--- src/rtl/nfc_layout_pkg.sv ---
package nfc_layout_pkg;

  localparam int unsigned USER_BYTES = 2;

  typedef enum logic [1:0] {
    PH_DATA = 2'd0,
    PH_USER = 2'd1,
    PH_PAR  = 2'd2
  } phase_e;

  // parity bytes per step: fixed 14 for 512B at strength 8, else
  // ceil(strength * bitlength(bits) / 8) rounded up to even
  function automatic logic [7:0] parity_len(input logic [31:0] step_bytes,
                                            input int unsigned strength);
    logic [31:0] bits;
    int unsigned bl;
    int unsigned n;
    bits = step_bytes << 3;
    bl   = 0;
    for (int b = 0; b < 32; b++) begin
      if (bits[b]) bl = b + 1;
    end
    n = (strength * bl + 7) / 8;
    if (n[0]) n = n + 1;
    if (step_bytes == 32'd512 && strength == 8) n = 14;
    return n[7:0];
  endfunction

endpackage

--- src/rtl/nfc_layout_seq.sv ---
module nfc_layout_seq
  import nfc_layout_pkg::*;
#(
  parameter int unsigned STEP_W   = 11,
  parameter int unsigned NUM_W    = 6,
  parameter int unsigned STRENGTH = 8
) (
  input  logic              clk_i,
  input  logic              rst_ni,
  input  logic              start_i,
  input  logic              rd_mode_i,
  input  logic              oob_en_i,
  input  logic [STEP_W-1:0] step_bytes_i,
  input  logic [NUM_W-1:0]  step_num_i,
  input  logic              beat_i,
  input  logic              abort_i,
  output logic              active_o,
  output logic              rd_mode_o,
  output logic              oob_en_o,
  output phase_e            phase_o,
  output logic              data_end_o,
  output logic              page_end_o,
  output logic              done_o,
  output logic              err_o
);

  localparam logic [STEP_W-1:0] USER_LAST = STEP_W'(USER_BYTES - 1);

  logic              active_q, mode_q, oob_q, done_q, err_q;
  logic [STEP_W-1:0] sb_q, cnt_q, par_last;
  logic [NUM_W-1:0]  num_q, step_q;
  logic [7:0]        par_q;
  phase_e            phase_q;
  logic              last_step, data_last, par_done;

  assign par_last   = STEP_W'(par_q) - 1'b1;
  assign last_step  = (step_q == num_q - 1'b1);
  assign data_last  = (cnt_q == sb_q - 1'b1);
  assign par_done   = (phase_q == PH_PAR) && (cnt_q == par_last);
  assign page_end_o = par_done && last_step;
  assign data_end_o = (phase_q == PH_DATA) && data_last && last_step;

  always_ff @(posedge clk_i or negedge rst_ni) begin
    if (!rst_ni) begin
      active_q <= 1'b0;
      mode_q   <= 1'b0;
      oob_q    <= 1'b0;
      done_q   <= 1'b0;
      err_q    <= 1'b0;
      sb_q     <= '0;
      num_q    <= '0;
      par_q    <= '0;
      cnt_q    <= '0;
      step_q   <= '0;
      phase_q  <= PH_DATA;
    end else begin
      done_q <= 1'b0;
      err_q  <= 1'b0;
      if (!active_q) begin
        if (start_i && (|step_bytes_i) && (|step_num_i)) begin
          active_q <= 1'b1;
          mode_q   <= rd_mode_i;
          oob_q    <= oob_en_i;
          sb_q     <= step_bytes_i;
          num_q    <= step_num_i;
          par_q    <= parity_len(32'(step_bytes_i), STRENGTH);
          cnt_q    <= '0;
          step_q   <= '0;
          phase_q  <= PH_DATA;
        end
      end else if (abort_i) begin
        active_q <= 1'b0;
        err_q    <= 1'b1;
      end else if (beat_i) begin
        if (page_end_o) begin
          active_q <= 1'b0;
          done_q   <= 1'b1;
        end else begin
          unique case (phase_q)
            PH_DATA: begin
              if (data_last) begin
                phase_q <= PH_USER;
                cnt_q   <= '0;
              end else begin
                cnt_q <= cnt_q + 1'b1;
              end
            end
            PH_USER: begin
              if (cnt_q == USER_LAST) begin
                phase_q <= PH_PAR;
                cnt_q   <= '0;
              end else begin
                cnt_q <= cnt_q + 1'b1;
              end
            end
            PH_PAR: begin
              if (par_done) begin
                phase_q <= PH_DATA;
                cnt_q   <= '0;
                step_q  <= step_q + 1'b1;
              end else begin
                cnt_q <= cnt_q + 1'b1;
              end
            end
            default: phase_q <= PH_DATA;
          endcase
        end
      end
    end
  end

  assign active_o  = active_q;
  assign rd_mode_o = mode_q;
  assign oob_en_o  = oob_q;
  assign phase_o   = phase_q;
  assign done_o    = done_q;
  assign err_o     = err_q;

endmodule

--- src/rtl/nfc_wr_merge.sv ---
module nfc_wr_merge
  import nfc_layout_pkg::*;
(
  input  logic       en_i,
  input  logic       oob_en_i,
  input  phase_e     phase_i,
  input  logic       page_end_i,
  input  logic       hd_valid_i,
  input  logic [7:0] hd_data_i,
  output logic       hd_ready_o,
  input  logic       ho_valid_i,
  input  logic [7:0] ho_data_i,
  output logic       ho_ready_o,
  output logic       fo_valid_o,
  output logic [7:0] fo_data_o,
  output logic       fo_last_o,
  input  logic       fo_ready_i,
  output logic       beat_o
);

  logic in_data;
  logic src_valid;

  assign in_data = (phase_i == PH_DATA);

  always_comb begin
    if (in_data) begin
      src_valid = hd_valid_i;
      fo_data_o = hd_data_i;
    end else if (oob_en_i) begin
      src_valid = ho_valid_i;
      fo_data_o = ho_data_i;
    end else begin
      src_valid = 1'b1;
      fo_data_o = 8'hFF;
    end
  end

  assign fo_valid_o = en_i && src_valid;
  assign fo_last_o  = en_i && page_end_i;
  assign hd_ready_o = en_i && in_data && fo_ready_i;
  assign ho_ready_o = en_i && !in_data && oob_en_i && fo_ready_i;
  assign beat_o     = fo_valid_o && fo_ready_i;

endmodule

--- src/rtl/nfc_rd_split.sv ---
module nfc_rd_split
  import nfc_layout_pkg::*;
(
  input  logic       en_i,
  input  phase_e     phase_i,
  input  logic       data_end_i,
  input  logic       page_end_i,
  input  logic       fi_valid_i,
  input  logic [7:0] fi_data_i,
  output logic       fi_ready_o,
  output logic       rd_valid_o,
  output logic [7:0] rd_data_o,
  output logic       rd_last_o,
  input  logic       rd_ready_i,
  output logic       ro_valid_o,
  output logic [7:0] ro_data_o,
  output logic       ro_last_o,
  input  logic       ro_ready_i,
  output logic       beat_o
);

  logic in_data;

  assign in_data    = (phase_i == PH_DATA);
  assign rd_valid_o = en_i && in_data && fi_valid_i;
  assign ro_valid_o = en_i && !in_data && fi_valid_i;
  assign rd_data_o  = fi_data_i;
  assign ro_data_o  = fi_data_i;
  assign rd_last_o  = en_i && data_end_i;
  assign ro_last_o  = en_i && page_end_i;
  assign fi_ready_o = en_i && (in_data ? rd_ready_i : ro_ready_i);
  assign beat_o     = fi_valid_i && fi_ready_o;

endmodule

--- src/rtl/nfc_layout_interleave.sv ---
module nfc_layout_interleave
  import nfc_layout_pkg::*;
#(
  parameter int unsigned STEP_W   = 11,
  parameter int unsigned NUM_W    = 6,
  parameter int unsigned STRENGTH = 8
) (
  input  logic              clk_i,
  input  logic              rst_ni,
  input  logic              start_i,
  input  logic              rd_mode_i,
  input  logic              oob_en_i,
  input  logic [STEP_W-1:0] step_bytes_i,
  input  logic [NUM_W-1:0]  step_num_i,
  output logic              busy_o,
  output logic              done_o,
  output logic              err_o,
  input  logic              hd_valid_i,
  input  logic [7:0]        hd_data_i,
  input  logic              hd_last_i,
  output logic              hd_ready_o,
  input  logic              ho_valid_i,
  input  logic [7:0]        ho_data_i,
  input  logic              ho_last_i,
  output logic              ho_ready_o,
  output logic              fo_valid_o,
  output logic [7:0]        fo_data_o,
  output logic              fo_last_o,
  input  logic              fo_ready_i,
  input  logic              fi_valid_i,
  input  logic [7:0]        fi_data_i,
  input  logic              fi_last_i,
  output logic              fi_ready_o,
  output logic              rd_valid_o,
  output logic [7:0]        rd_data_o,
  output logic              rd_last_o,
  input  logic              rd_ready_i,
  output logic              ro_valid_o,
  output logic [7:0]        ro_data_o,
  output logic              ro_last_o,
  input  logic              ro_ready_i
);

  logic   active, mode_q, oob_q, data_end, page_end;
  logic   wr_en, rd_en, wr_beat, rd_beat, beat, abort;
  phase_e phase_q;

  nfc_layout_seq #(
    .STEP_W  (STEP_W),
    .NUM_W   (NUM_W),
    .STRENGTH(STRENGTH)
  ) u_seq (
    .clk_i       (clk_i),
    .rst_ni      (rst_ni),
    .start_i     (start_i),
    .rd_mode_i   (rd_mode_i),
    .oob_en_i    (oob_en_i),
    .step_bytes_i(step_bytes_i),
    .step_num_i  (step_num_i),
    .beat_i      (beat),
    .abort_i     (abort),
    .active_o    (active),
    .rd_mode_o   (mode_q),
    .oob_en_o    (oob_q),
    .phase_o     (phase_q),
    .data_end_o  (data_end),
    .page_end_o  (page_end),
    .done_o      (done_o),
    .err_o       (err_o)
  );

  assign wr_en = active && !mode_q;
  assign rd_en = active && mode_q;

  nfc_wr_merge u_wr (
    .en_i      (wr_en),
    .oob_en_i  (oob_q),
    .phase_i   (phase_q),
    .page_end_i(page_end),
    .hd_valid_i(hd_valid_i),
    .hd_data_i (hd_data_i),
    .hd_ready_o(hd_ready_o),
    .ho_valid_i(ho_valid_i),
    .ho_data_i (ho_data_i),
    .ho_ready_o(ho_ready_o),
    .fo_valid_o(fo_valid_o),
    .fo_data_o (fo_data_o),
    .fo_last_o (fo_last_o),
    .fo_ready_i(fo_ready_i),
    .beat_o    (wr_beat)
  );

  nfc_rd_split u_rd (
    .en_i      (rd_en),
    .phase_i   (phase_q),
    .data_end_i(data_end),
    .page_end_i(page_end),
    .fi_valid_i(fi_valid_i),
    .fi_data_i (fi_data_i),
    .fi_ready_o(fi_ready_o),
    .rd_valid_o(rd_valid_o),
    .rd_data_o (rd_data_o),
    .rd_last_o (rd_last_o),
    .rd_ready_i(rd_ready_i),
    .ro_valid_o(ro_valid_o),
    .ro_data_o (ro_data_o),
    .ro_last_o (ro_last_o),
    .ro_ready_i(ro_ready_i),
    .beat_o    (rd_beat)
  );

  assign beat = rd_en ? rd_beat : wr_beat;

  // early end: a last flag accepted ahead of that stream's final byte
  always_comb begin
    abort = 1'b0;
    if (wr_en) begin
      if (hd_valid_i && hd_ready_o && hd_last_i && !data_end) abort = 1'b1;
      if (ho_valid_i && ho_ready_o && ho_last_i && !page_end) abort = 1'b1;
    end else if (rd_en) begin
      if (fi_valid_i && fi_ready_o && fi_last_i && !page_end) abort = 1'b1;
    end
  end

  assign busy_o = active;

endmodule

--- config.mk ---
export PLATFORM = sky130hd
export DESIGN_NAME = nfc_layout_interleave
export DESIGN_NICKNAME = d
export VERILOG_FILES = /design/src/rtl/nfc_layout_pkg.sv /design/src/rtl/nfc_layout_seq.sv /design/src/rtl/nfc_wr_merge.sv /design/src/rtl/nfc_rd_split.sv /design/src/rtl/nfc_layout_interleave.sv
export SDC_FILE = /design/constraint.sdc
export NUM_CORES = 1
export LEC_CHECK = 0
export ABC_AREA = 1
export CAP_MARGIN = 40
export CORE_MARGIN = 5
export CORE_UTILIZATION = 40
export CTS_BUF_LIST = sky130_fd_sc_hd__clkbuf_4 sky130_fd_sc_hd__clkbuf_8
export DETAILED_ROUTE_END_ITERATION = 10
export DONT_BUFFER_PORTS = 1
export PLACE_DENSITY = 0.52
export SLEW_MARGIN = 25
export SYNTH_ARGS = -nofsm -noshare
export SYNTH_HDL_FRONTEND = slang
export SYNTH_HIERARCHICAL = 1
export SYNTH_SLANG_ARGS = --single-unit
export TNS_END_PERCENT = 1
--- constraint.sdc ---
create_clock -name clk_i -period 6.4 [get_ports clk_i]
set_input_delay 0.96 -clock clk_i [delete_from_list [all_inputs] [get_ports clk_i]]
set_output_delay 0.96 -clock clk_i [all_outputs]
set_load 0.005 [all_outputs]
==> results of run 1 <==
-- cells by family (layout without fill, tap and decap cells) --
group | count (synthesis) | after routing | synth area share [%]
and+or+nand+nor | 365 | 365 | 42.6
xor gates and xnor gates | 14 | 14 | 3.03
AOI/OAI and AO/OA | 57 | 57 | 8.17
DFF | 45 | 45 | 27.8
buffers and inverters | 124 | 103 | 14.7
adders and majority gates | 12 | 12 | 3.71
-- Yosys cell counts (2+ instances only) --
library cell,count,area [sq um]
nand3_2,6,60.1
nand2_1,179,672
nor2_1,65,244
a21oi_1,9,45.0
ha_1,12,150
o21ai_1,17,85.1
nor4_2,2,25.0
inv_1,78,293
inv_2,14,52.6
xnor2_1,2,17.5
nand4_4,2,42.5
nor3_2,4,40.0
xor2_1,12,105
o21ai_2,6,52.6
nand2_2,10,62.6
nand3_4,2,35.0
buf_4,17,128
nor3_1,12,60.1
nor2_4,3,33.8
nand3b_1,3,22.5
clkbuf_1,3,11.3
a21oi_2,2,17.5
nand3_1,56,280
o21ai_0,20,100
buf_6,5,56.3
nor2_2,7,43.8
buf_2,3,15.0
nand4_1,10,62.6
dfrtp_1,45,1130
-- placed cells by master (no fill, tap or decap), drive strengths merged --
cell type / synthesis / routed
clkbuf: 3 / 7
nand4: 13 / 13
a21oi: 11 / 11
bufinv: 0 / 1
nor3: 16 / 16
ha: 12 / 12
xor2: 12 / 12
nand2: 190 / 190
clkinv: 3 / 3
xnor2: 2 / 2
or2: 1 / 1
nand3: 64 / 64
nand3b: 3 / 3
o21ai: 44 / 44
dfrtp: 45 / 45
a31oi: 1 / 1
nor3b: 1 / 1
inv: 92 / 92
nor2: 75 / 75
o21bai: 1 / 1
nor4: 2 / 2
-- report_power, final --
group / internal, mW / total, mW / switching [mW] / leakage [nW]
Clock: 0.132 / 0.238 / 0.106 / 0.0619
Sequential: 0.374 / 0.510 / 0.136 / 0.578
Combinational: 0.306 / 0.895 / 0.589 / 1.49
-- worst reg2reg max path, delay by kind of cell, from the launching register on --
family,cells,cell delay [ns]
DFF,1,0.43
AOI/OAI and AO/OA,1,0.21
buffers and inverters,1,0.04
adders and majority gates,1,0.28
and+or+nand+nor,18,2.16
-- cell type report --
type	count	area, sq um	share of cell area, %
Tap cell	133	166	4.06
Multi-Input combinational cell	448	2320	56.7
Inverter	95	363	8.85
Clock buffer	7	90.1	2.20
Clock inverter	1	30.0	0.732
Sequential cell	45	1130	27.5
-- registers in the layout, indices dropped and copies added (netlist names) --
name	count
u_seq/active_o	1
u_seq/cnt_q	11
u_seq/done_o	1
u_seq/err_o	1
u_seq/num_q	6
u_seq/oob_en_o	1
u_seq/par_q	4
u_seq/phase_o	2
u_seq/rd_mode_o	1
u_seq/sb_q	11
u_seq/step_q	6
-- per-stage QoR --
step | util [%] | instance area [sq um] | instances | power [mW] | hold slack, ns
2_1_floorplan | - | 4040 | 617 | 1.26 | 0.471
3_3_place_gp | 40.5 | 3980 | 721 | 1.40 | 0.493
3_5_place_dp | 40.5 | 3980 | 721 | 1.41 | 0.500
4_1_cts | 41.8 | 4100 | 729 | 1.66 | 0.324
5_1_grt | 41.8 | 4100 | 729 | 1.82 | 0.309
6_report | 41.8 | 4100 | 729 | 1.64 | 0.338
-- routing by layer --
layer | global-route usage (%) | share of wire, % | vias to the layer above
met5 | 0 | 0 | -
met4 | 2.55 | 0.76 | 0
met3 | 3.45 | 5.7 | 13
met2 | 25.2 | 44 | 92
met1 | 22.6 | 49 | 1615
li1 | - | - | 1883
-- worst min-delay path by stage --
| stage | from | end | cells after the start |
|---|---|---|---|
| after CTS | rst_ni | u_seq/oob_en_o | 0 |
| after global routing | rst_ni | u_seq/sb_q[9] | 0 |
| after global placement | u_seq/sb_q[10] | u_seq/sb_q[10] | 2 |
| after detailed placement | u_seq/sb_q[10] | u_seq/sb_q[10] | 2 |
| after floorplan | u_seq/rd_mode_o | u_seq/rd_mode_o | 2 |
| final | rst_ni | u_seq/oob_en_o | 0 |
==> results.cfg, run 1 <==
[status]
status = finished clean

[power]
power.density_nw_per_um2 = 401
p_leak_nw = 2.13
worst_ir_drop_vdd_mv = 0.199

[grt]
grt_pass1_wl_um = 16400
antenna_found_initial = 0
grt_overflow = 0
grt_max_degree = 46
grt_usage_pct = 15.9
grt_pass1_vias = 3364

[final_layout]
syn_to_final_growth_pct = 1.39
nets = 662
diodes = 0
fillers = 1102
drive_gt1_share_pct = 12.1

[worst_setup_path]
path_depth = 13
crit_path_end_kind = output pin
rr_endpoint = u_seq/cnt_q[3]
critPathBufInv = 2
reg2reg_slack_ns = 3.24
reg2reg_from = u_seq/par_q[1]
crit_path_end = fo_last_o
critPathTopFamily = simple AND/OR/NAND/NOR gates
crit_start = u_seq/par_q[1]
crit_path_top_delay_cell = dfrtp_1
cp_cell_sequence = nor3_1 > ha_1 > nand2_1 > inv_1 > nor2_1 > nand2_1 > nor2_2 > nand2_1 > nor2_1 > nand2_1 > nor3_2 > nand2_1 > inv_1
path_max_fanout = 6
start_kind = flip-flop
path_common_cell = nand2_1
reg2regPathDepth = 21
max_stage_delay_ns = 0.43
critPathKind = reg -> out
cp.arrival_ns = 2.34
cp.required_ns = 5.44

[routing]
vias = 3603
routedWlPerCell_um = 13.5
final_antenna_net_count = 0
firstDrtPassIters = 4
routed_wl_um = 9820
avgViaCountPerCell = 4.94
drc = 0
dr.first_iter.drc_count = 232

[yosys]
synth.yosys.seq_area_share_pct = 27.8
synth.cell_area_sq_um = 4040
synth_ff_type = dfrtp_1
ys_ff_latch = 45
synthArstFlopShare_pct = 100
synth.avg_cell_area_sq_um = 6.55
synth_nets = 684
synth_cell_types = 40
synth_warnings = 6
synth_edf_count = 0
synth_cells = 617

[sta]
period_share_pct = 51.5
timing.setup.tns_ns = 0
setup_slack_ns = 3.10
fmax_mhz = 303
period_needed_ns = 3.30
final-hold-violation-count = 0
setup_viol = 0
skew_ns = 0.00948
slew_headroom_pct = 47.9
rsz0062_at_grt = false
worst_pin_slew_ns = 0.782
finalMaxSlewViolations = 0

[placement]
place_congestion = 0.836
hpwl_um = 7790
place_ws_ns = 3.23
io_buffers = 0

[floorplanning]
die-area_sq_um = 12200
start_util_pct = 41.2
placement_rows = 36
core_sq_um = 9820
die_y_um = 111
die_w_um = 111
ios = 91

[clocking]
cts_setup_buffers = 0
hold_buffers = 0
clk_pin_slew_worst_paths_ns = 0.09
numCtsBuffers = 5
clock_latency_ns = 0.31
clockRootBuffer = clkbuf_8
cts_resized = 0
cts_tree = yes
clock_sinks = 45
cts_max_level = 2
clockBufferDepth = 2

[min_path]
worstHoldPathType = in -> async

[flow_run]
drv_cap = 0
Note: power is estimated with default switching activity, not from simulation.
==> inputs of run 2 (changes only) <==
--- a/config.mk
+++ b/config.mk
@@ -12,7 +12,7 @@
 export CTS_BUF_LIST = sky130_fd_sc_hd__clkbuf_4 sky130_fd_sc_hd__clkbuf_8
 export DETAILED_ROUTE_END_ITERATION = 10
 export DONT_BUFFER_PORTS = 1
-export PLACE_DENSITY = 0.52
+export PLACE_DENSITY = 0.54
 export SLEW_MARGIN = 25
 export SYNTH_ARGS = -nofsm -noshare
 export SYNTH_HDL_FRONTEND = slang
==> constraint.sdc (replaced) <==
create_clock -name clk_i -period 2.8 [get_ports clk_i]
set_input_delay 0.42 -clock clk_i [delete_from_list [all_inputs] [get_ports clk_i]]
set_output_delay 0.42 -clock clk_i [all_outputs]
set_load 0.005 [all_outputs]
==> run 2 against run 1 <==
Compared with the run above: the run now ends with setup timing left; sequential cell count is the same; clock skew shrank 0.0018 ns; via count grew 1.9%; sequential share of layout area shrank 1.3 points; clock power grew 77%; worst setup slack lost 3.1 ns; cell count grew 3.2%; critical path type is now reg -> reg; largest power group unchanged.
==> results.cfg, run 2 (synthesis results as in run 1) <==
[sta]
fmax_mhz = 357
setup_slack_ns = -0.00473
skew_ns = 0.00767
period_needed_ns = 2.80
setup_viol = 3
final-hold-violation-count = 0
period_share_pct = 100
slew_headroom_pct = 69.0
hold_ws_ns = 0.228
finalMaxSlewViolations = 0
worst_pin_slew_ns = 0.461
rsz0062_at_grt = true

[final_layout]
final_common_cell = nand2_1
diodes = 0
most-common-layout-cells = 177 x nand2_1, 77 x inv_1, 63 x nor2_1, 55 x nand3_1, 45 x dfrtp_1
reg_top3 = u_seq/cnt_q: 11 flops, u_seq/sb_q: 11 flops
seqCellArea_sq_um = 1130
final_area_sq_um = 4310
drive_gt1_share_pct = 16.5
syn_to_final_growth_pct = 6.53
nets = 685
fillers = 1078
utilization_pct = 43.9
multi_input_area_sq_um = 2370

[power]
finalPower_mw = 3.85
power.density_nw_per_um2 = 894
p_leak_nw = 2.25
worst_ir_drop_vdd_mv = 0.426

[routing]
routedWlPerCell_um = 13.2
vias = 3670
routed-wl-met2_um = 4560
firstDrtPassIters = 4
final_antenna_net_count = 0
met3_length_um = 424
drc = 0
dr.first_iter.drc_count = 160
avgViaCountPerCell = 4.88
topRoutingLayerUsed = met4
routed_wl_um = 9960
route.layer.met1.wl_um = 4900

[floorplanning]
ios = 91
die_y_um = 111
core_sq_um = 9820
start_util_pct = 41.2
placement_rows = 36
die_w_um = 111
die-area_sq_um = 12200

[grt]
grt_overflow = 0
grt_pass1_wl_um = 16800
antenna_found_initial = 0
grt_usage_pct = 16.2
grt_pass1_vias = 3511
grt_max_degree = 46

[min_path]
worstHoldPathType = in -> reg

[worst_setup_path]
critPathBufInv = 5
crit_path_top_delay_cell = dfrtp_1
cp_cell_sequence = buf_4 > inv_1 > ha_1 > inv_1 > nand2_1 > nand2_1 > nand2_1 > nor2_2 > nand2_1 > nor2_1 > nand2_2 > nor3_4 > buf_4 > nor2_1 > nand4_1 > nand2_2 > o21ai_4 > inv_2 > nor2_4 > nand2_4 > nand2_1 > o21ai_2
cp.required_ns = 3.00
path_common_cell = nand2_1
path_max_fanout = 6
max_stage_delay_ns = 0.40
start_kind = flip-flop
cp.arrival_ns = 3.01
critPathTopFamily = simple AND/OR/NAND/NOR gates
crit_path_end_kind = flip-flop
critPathKind = reg -> reg

[clocking]
clk_pin_slew_worst_paths_ns = 0.09
numCtsBuffers = 5
clockRootBuffer = clkbuf_8
cts_max_level = 2
clockBufferDepth = 2
cts_tree = yes
clock_sinks = 45
clock_latency_ns = 0.30

[placement]
io_buffers = 0
post_dp_cell_area_sq_um = 4110
hpwl_um = 7910
place_ws_ns = -0.0778
place_congestion = 0.850

[status]
violations = setup timing
status = complete, but fails checks

[flow_run]
drv_cap = 0
## run 2: cell types whose count changed in the layout (fill, tap and decap cells not counted), sizes merged
| cell | previous run | this run |
|---|---|---|
| buf | 0 | 21 |
| clkinv | 3 | 5 |
| bufinv | 1 | 0 |
| clkbuf | 7 | 6 |
| dlygate4sd3 | 0 | 1 |
| nand2 | 190 | 191 |
## run 2: area by class of cell
cell class	count	area share, %
Clock buffer	6	1.77
Clock inverter	2	0.232
Inverter	95	8.42
Multi-Input combinational cell	449	55.1
Sequential cell	45	26.1
Tap cell	133	3.86
Timing Repair Buffer	22	4.44
## run 2: worst paths after layout
check | startpoint | depth (start not counted) | endpoint | slack [ns]
worst max-delay path | u_seq/par_q[2] | 22 | u_seq/step_q[3] | -0.005
worst min-delay path | rd_mode_i | 2 | u_seq/rd_mode_o | 0.23
worst max register to register | u_seq/par_q[2] | 22 | u_seq/step_q[3] | -0.005
worst min register to register | u_seq/sb_q[10] | 2 | u_seq/sb_q[10] | 0.51
max in group asynchronous | rst_ni | 2 | u_seq/sb_q[0] | 1.95
min in group asynchronous | rst_ni | 2 | u_seq/sb_q[3] | 0.59
## run 2: metrics by stage
stage | setup TNS [ns] | cells
4_1_cts | 0 | 748
3_5_place_dp | -1.08 | 738
2_1_floorplan | 0 | 617
6_report | -0.00788 | 752
3_3_place_gp | -0.238 | 738
5_1_grt | -5.11 | 752
## run 2: report_power, final
part | switching, mW | internal, mW
logic | 1.50 | 0.837
clock network | 0.238 | 0.184
registers | 0.237 | 0.856
total | 1.97 | 1.88
## run 2: repair_timing
action                     4_1_cts  5_1_grt
gates resized for setup          4        9
pin swaps                        0        3
setup buffers                    0        3
setup endpoints to repair       19       21
cloned                           0        1
hold buffers                     2        0
hold endpoints to repair        45        0
## run 2: per-layer routing
metal	vias up	GRT usage [%]
met5	-	0
met4	0	3.61
met2	64	26.5
met3	7	2.02
li1	1927	-
met1	1672	22.7
